==> src/rtl/lmc_pkg.sv <==
package lmc_pkg;

  // Strobes from control to datapath, one set per executed cycle
  typedef struct packed {
    logic advancePc;
    logic loadW;
    logic writeFile;
    logic enterSleep;
  } lmcStrobes_t;

  typedef enum logic {
    CORE_RUN  = 1'b0,
    CORE_HALT = 1'b1
  } coreState_t;

  localparam logic [7:0]  OP_LOADLIT_HI = 8'h0E;       // 0000 1110 kkkk kkkk
  localparam logic [6:0]  OP_COPYW_HI   = 7'b0110111;  // 0110 111a ffff ffff
  localparam logic [15:0] OP_HALT       = 16'h0003;

endpackage

==> src/rtl/lmc_control.sv <==
module lmc_control
  import lmc_pkg::*;
#(
  parameter int InstrWidth = 16
) (
  input  logic                  clk,
  input  logic                  rst,
  input  logic [InstrWidth-1:0] instr,
  output lmcStrobes_t           strb,
  output logic                  halted
);

  coreState_t state;

  logic isLoadLit;
  logic isCopyW;
  logic isHalt;
  logic running;

  always_comb begin
    isLoadLit = (instr[15:8] == OP_LOADLIT_HI);
    isCopyW   = (instr[15:9] == OP_COPYW_HI);
    isHalt    = (instr == OP_HALT);
    running   = (state == CORE_RUN) && !rst;
  end

  always_comb begin
    strb.advancePc  = running;
    strb.loadW      = running && isLoadLit;
    strb.writeFile  = running && isCopyW;
    strb.enterSleep = running && isHalt;
  end

  always_ff @(posedge clk) begin
    if (rst) begin
      state <= CORE_RUN;
    end else if (strb.enterSleep) begin
      state <= CORE_HALT;
    end
  end

  assign halted = (state == CORE_HALT);


  strobe_onehot_chk: assert property (@(posedge clk) disable iff (rst)
    $onehot0({strb.loadW, strb.writeFile, strb.enterSleep}));


  halt_sticky_chk: assert property (@(posedge clk) disable iff (rst)
    halted |=> halted);

endmodule

==> src/rtl/lmc_datapath.sv <==
module lmc_datapath
  import lmc_pkg::*;
#(
  parameter int PcWidth       = 21,
  parameter int InstrWidth    = 16,
  parameter int DataWidth     = 8,
  parameter int DataAddrWidth = 12
) (
  input  logic                     clk,
  input  logic                     rst,
  input  lmcStrobes_t              strb,
  input  logic [InstrWidth-1:0]    instr,
  input  logic [DataAddrWidth-DataWidth-1:0] bankNum,
  output logic [PcWidth-1:0]       pc,
  output logic [DataWidth-1:0]     wReg,
  output logic [DataAddrWidth-1:0] fileAddr,
  output logic [DataWidth-1:0]     fileData,
  output logic                     fileWr
);

  localparam int BankWidth = DataAddrWidth - DataWidth;

  logic [DataWidth-1:0] fieldF;
  logic                 bankedSel;

  always_ff @(posedge clk) begin
    if (rst) begin
      pc   <= '0;
      wReg <= '0;
    end else begin
      if (strb.advancePc) pc <= pc + 1'b1;
      if (strb.loadW)     wReg <= instr[DataWidth-1:0];
    end
  end

  always_comb begin
    fieldF    = instr[DataWidth-1:0];
    bankedSel = instr[DataWidth];
    if (bankedSel) begin
      fileAddr = {bankNum, fieldF};
    end else if (fieldF[DataWidth-1]) begin
      // upper half of the access window sits in the top bank
      fileAddr = {{BankWidth{1'b1}}, fieldF};
    end else begin
      fileAddr = {{BankWidth{1'b0}}, fieldF};
    end
  end

  assign fileData = wReg;
  assign fileWr   = strb.writeFile;


  pc_step_chk: assert property (@(posedge clk) disable iff (rst)
    strb.advancePc |=> pc == $past(pc) + 1'b1);


  w_hold_chk: assert property (@(posedge clk) disable iff (rst)
    !strb.loadW |=> $stable(wReg));


  w_load_chk: assert property (@(posedge clk) disable iff (rst)
    strb.loadW |=> wReg == $past(instr[DataWidth-1:0]));

endmodule

==> src/rtl/lit_move_core.sv <==
module lit_move_core
  import lmc_pkg::*;
#(
  parameter int PcWidth = 21
) (
  input  logic               clk,
  input  logic               rst,
  output logic [PcWidth-1:0] progAddr,
  input  logic [15:0]        progData,
  input  logic [3:0]         bankNum,
  output logic [11:0]        dataAddr,
  output logic [7:0]         dataWrData,
  output logic               dataWr,
  output logic               dataRd,
  output logic [7:0]         wValue,
  output logic               sleeping
);

  lmcStrobes_t strb;

  lmc_control #(.InstrWidth(16)) ctrlInst (
    .clk    (clk),
    .rst    (rst),
    .instr  (progData),
    .strb   (strb),
    .halted (sleeping)
  );

  lmc_datapath #(
    .PcWidth(PcWidth), .InstrWidth(16), .DataWidth(8), .DataAddrWidth(12)
  ) dpInst (
    .clk      (clk),
    .rst      (rst),
    .strb     (strb),
    .instr    (progData),
    .bankNum  (bankNum),
    .pc       (progAddr),
    .wReg     (wValue),
    .fileAddr (dataAddr),
    .fileData (dataWrData),
    .fileWr   (dataWr)
  );

  assign dataRd = 1'b0;


  sleep_freeze_chk: assert property (@(posedge clk) disable iff (rst)
    sleeping |=> $stable(progAddr) && $stable(wValue));


  sleep_no_write_chk: assert property (@(posedge clk) disable iff (rst)
    sleeping |-> !dataWr);


  reset_clear_chk: assert property (@(posedge clk)
    rst |=> progAddr == '0 && wValue == '0 && !sleeping);

endmodule

==> config.mk <==
export PLATFORM = sky130hd
export DESIGN_NAME = lit_move_core
export DESIGN_NICKNAME = d
export VERILOG_FILES = /design/src/rtl/lmc_pkg.sv /design/src/rtl/lmc_control.sv /design/src/rtl/lmc_datapath.sv /design/src/rtl/lit_move_core.sv
export SDC_FILE = /design/constraint.sdc
export NUM_CORES = 1
export LEC_CHECK = 0
export BUFFER_PORTS_ARGS = -buffer_cell sky130_fd_sc_hd__buf_2
export CORE_UTILIZATION = 50
export CTS_CLUSTER_SIZE = 40
export DETAILED_ROUTE_END_ITERATION = 7
export GPL_TIMING_DRIVEN = 1
export PLACE_DENSITY = 0.85
export SKIP_CTS_REPAIR_TIMING = 1
export SYNTH_ARGS = -nofsm -noshare
export SYNTH_HDL_FRONTEND = slang
export SYNTH_SLANG_ARGS = --single-unit
==> constraint.sdc <==
create_clock -name clk -period 2.6 [get_ports clk]
set_input_delay 0.39 -clock clk [delete_from_list [all_inputs] [get_ports clk]]
set_output_delay 0.39 -clock clk [all_outputs]
set_load 0.05 [all_outputs]
Yosys cells after proc, flatten, opt, wreduce, memory -nomap -nowiden
Cells that the tools add are included.

Register bits after elaboration: 30. Input bits: 22. Output and inout bits: 52.

Bitwise operators: 1. Reductions and logical operators: 5. Add/subtract/negate cells: 1. Equality and inequality tests: 3. Mux-type cells: 2.

Operators by type and width (count): 12-bit two-way mux (2); 21-bit by 1-bit adder with 21-bit output (second input constant) (1); 16-bit by 2-bit == test with 1-bit output (second input constant) (1); 8-bit by 4-bit == test with 1-bit output (second input constant) (1); 7-bit by 6-bit == test with 1-bit output (second input constant) (1); 1-bit logical AND (4); 1-bit logical NOT (1); 1-bit inverter (1).

Longest topological paths before layout
Depth in word-level cells: 3. Gate-level depth with buffers: 6. Depth with buffers taken out: 5.

Hierarchy
Synthesis repeated with hierarchy kept, for this count alone.

Cells, all modules: 181. Area total of the unflattened synthesis: 1579.0 um^2.

Modules (own cells, without submodules): lmc_datapath (cells each 161, times used 1, area each 1437.6 um^2); lmc_control (cells each 18, times used 1, area each 130.1 um^2); lit_move_core (cells each 2, times used 1, area each 11.3 um^2).

Least setup slack after synthesis
No wires, ideal clock.

Kind: reg2out. From: register ctrlInst.state, in the netlist ctrlInst.halted. To: output port dataWr. Data required time: 2.210 ns. Data arrival time: 2.158 ns. Buffers on the path: 1. Cell stages (with the launch flop): 5. Setup slack: 0.052 ns. Cells stage by stage: dfxtp_1 buf_6 nor2_1 nand4_1 nor3_1.

Longest elaborated chain between the ends: 3.

Ends and longest elaborated chain: start: declaration (RTL line lmc_control.sv:13) `coreState_t state;`; start signal: assignment (RTL line lmc_control.sv:36) `state <= CORE_RUN;`; start signal: assignment (RTL line lmc_control.sv:38) `state <= CORE_HALT;`; 1-bit inverter (RTL line lmc_control.sv:24) `running = (state == CORE_RUN) && !rst;`; 1-bit logical AND (RTL line lmc_control.sv:24); 1-bit logical AND (RTL line lmc_control.sv:30) `strb.writeFile = running && isCopyW;`; end: declaration (RTL line lit_move_core.sv:13) `output logic dataWr,`.

Every way passes these cells.

Final worst setup path
Same ends and word-level chain as after synthesis.

==> results.sh <==
export IMPL_synth_common_cells="dfxtp_1 (30), buf_4 (18), a21oi_1 (17)"
export IMPL_critPathMaxStageDelay_ps=400
export IMPL_p_sw_share_pct=29.59
export IMPL_critPathKind="flip-flop to output pin"
export IMPL_synth_simple_area_share_pct=30.16
export IMPL_cp_depth=4
export IMPL_gp_congestion=0.7952
export IMPL_worst_pin_slew_ps=734.8
export IMPL_finalHoldViolCount=0
export IMPL_cp_required_ps=2210
export IMPL_dieWidth_um=58.38
export IMPL_synth_xor_area_share_pct=4.961
export IMPL_synth_cells=191
export IMPL_grt_pass1_vias=1334
export IMPL_fmax_mhz=475.7
export IMPL_io_buffers=72
export IMPL_grt_max_degree=20
export IMPL_overflow=0
export IMPL_final_net_count=268
export IMPL_finalCriticalPeriod_ps=2102
export IMPL_wl_per_cell_um=12.42
export IMPL_ff2ff_path_depth=4
export IMPL_cp_top_family="simple AND/OR/NAND/NOR gates"
export IMPL_vias=1538
export IMPL_synth_seq_area_share_pct=37.80
export IMPL_syn_area_mm2=0.001589
export IMPL_drt_pass1_iter_count=4
export IMPL_cp_end_kind="output pin"
export IMPL_power_share_sequential_pct=52.6
export IMPL_die_h_um=58.38
export IMPL_cp_start_kind="flip-flop"
export IMPL_cts_buffers=5
export IMPL_min_path_cells=3
export IMPL_cts_tree="done"
export IMPL_period_share_pct=80.86
export IMPL_utilization_pct=62.23
export IMPL_yosysMostFrequentCell="dfxtp_1"
export IMPL_path_max_fanout=9
export IMPL_rows=20
export IMPL_worst_path_buf_inv=1
export IMPL_async_reset_ff_share_pct=0
export IMPL_synth_nets=214
export IMPL_synth_top_area_share_pct=37.80
export IMPL_insertedDiodeCount=0
export IMPL_maxCapViolCount=0
export IMPL_synth_seq_cells=30
export IMPL_pwr_share_clk_pct=32.9
export IMPL_crit_chain="nor2_1 > nand4_1 > nor3_1 > buf_2"
export IMPL_antenna_found_initial=0
export IMPL_synth_warnings=0
export IMPL_synth_compound_area_share_pct=11.73
export IMPL_power_switching_uw=263.9
export IMPL_synthMuxAreaShare_pct=2.047
export IMPL_cts_buffer_depth=2
export IMPL_clkLatencyLatePin_ps=340
export IMPL_synth_adder_area_share_pct=0.7874
export IMPL_cp_slowest_cell="dfxtp_1"
export IMPL_slew_violations=0
export IMPL_drt_iter0_markers=70
export IMPL_clkTransAtPathRegs_ps=100
export IMPL_finalSetupTns_ps=0
export IMPL_dp_hpwl_mm=2.664
export IMPL_grtUsageTotal_pct=22.29
export IMPL_final_cell_area_mm2=0.001884
export IMPL_place_area_mm2=0.001824
export IMPL_drcViolationCount=0
export IMPL_power_density_mw_per_mm2=473.3
export IMPL_start_util_pct=52.48
export IMPL_synth_ff_type="dfxtp_1"
export IMPL_pin_count=74
export IMPL_vdd_drop_max_uv=262.1
export IMPL_setup_viol_count_final=0
export IMPL_yosysTopAreaCell="dfxtp_1"
export IMPL_clockRootBuffer="clkbuf_4"
export IMPL_die_area_mm2=0.003408
export IMPL_p_leak_uw=0.0008610
export IMPL_core_mm2=0.003028
export IMPL_synth_edf_count=0
export IMPL_syn_to_final_growth_pct=18.58
export IMPL_drive_gt1_share_pct=35.37
export IMPL_synthTopCellsByArea="dfxtp_1 (38%), buf_4 (8.5%), a21oi_1 (5.4%), o21ai_0 (4.1%), nand3_1 (3.8%)"
export IMPL_outcome="complete, no violations"
export IMPL_slew_headroom_pct=50.61
export IMPL_rsz0062_at_grt="false"
export IMPL_totalWireLength_mm=3.601
export IMPL_clock_sinks=30
export IMPL_postSynthAreaPerCell_um2=8.319
export IMPL_vias_per_cell=5.303
export IMPL_grt_pass1_wl_mm=5.685
export IMPL_finalPower_uw=891.8
export IMPL_p_comb_share_pct=14.5
export IMPL_skew_ps=11.81
export IMPL_hp_class="input pin to flip-flop"
export IMPL_ant_nets=0
export IMPL_htree_num_levels=2
export IMPL_synth_top_family_by_area="simple AND/OR/NAND/NOR gates"
export IMPL_cp_arrival_ps=1710
export IMPL_p_int_uw=627.9
export IMPL_ys_types=37
-- power groups by stage --
stage	Sequential, uW	Clock (uW)	Combinational, uW
6_report	469	293	130
5_1_grt	470	325	137
4_1_cts	469	301	130
3_5_place_dp	480	0	129
3_3_place_gp	480	0	127
2_1_floorplan	493	0	84.9
-- worst register-to-register path, stage by stage, from the launching register on --
cell and delay, ps:
dfxtp_1 420, and4_1 350, nand4_2 270, or4_1 580
a21oi_1 170
-- final timing paths --
check	startpoint	end	slack, ps
setup / recovery	ctrlInst.halted$_SDFFE_PP0P_	dataWr	500
hold / removal	progData[6]	dpInst.fileData[6]$_SDFFE_PP0P_	330
setup reg to reg	dpInst.pc[4]$_SDFFE_PP0P_	dpInst.pc[13]$_SDFFE_PP0P_	750
hold reg to reg	dpInst.fileData[1]$_SDFFE_PP0P_	dpInst.fileData[1]$_SDFFE_PP0P_	500
-- cell usage in the layout (no fill, tap or decap), types with 2 or more instances in the layout --
cell type	n
a21oi_1	17
and3_1	2
and4_1	5
buf_2	72
clkbuf_4	5
dfxtp_1	30
inv_1	2
mux2_2	2
nand2_1	16
nand3_1	12
nand4_1	6
nor2_1	16
nor2b_1	2
nor3_1	4
o21ai_0	13
o31ai_1	4
or3_1	5
or4_1	5
xnor2_1	4
xor2_1	5
-- cell type report --
class,count,area [um^2]
clock inverter,1,5.005
inverter,2,7.507
clock buffer,7,55.05
timing repair buffer,73,367.9
tap,44,55.05
sequential,30,600.6
multi-input combinational,133,793.3
fill,290,1144
-- per-layer routing --
layer	GRT usage, %	up-vias	share of wire (%)
met4	8.844	0	1.6
met3	7.473	8	6.2
met1	24.90	699	43
met5	0	-	0
li1	-	775	-
met2	39.08	56	49
-- flip-flops by register name, summed over array words and instances (netlist names) --
signal / count
dpInst.pc: 21
ctrlInst.halted: 1
dpInst.fileData: 8
-- logic make-up after synthesis --
family / after synthesis
AO/OA/AOI/OAI: 35
adder cells (fa/ha/maj): 1
flip-flops: 30
other: 1
AND/OR/NAND/NOR: 84
multiplexers: 3
XOR/XNOR: 9
buffers and inverters: 28
-- metrics by stage --
| stage | std cells | setup WS (ps) | hold slack (ps) |
|---|---|---|---|
| 6_report | 290 | 497.6 | 326.7 |
| 3_5_place_dp | 282 | 599.6 | 490.2 |
| 3_3_place_gp | 282 | 670.9 | 484.1 |
| 2_1_floorplan | 191 | 52.06 | 537.7 |
| 4_1_cts | 290 | 481.0 | 309.0 |
| 5_1_grt | 290 | 327.6 | 320.8 |
(Power assumes the default switching activity.)
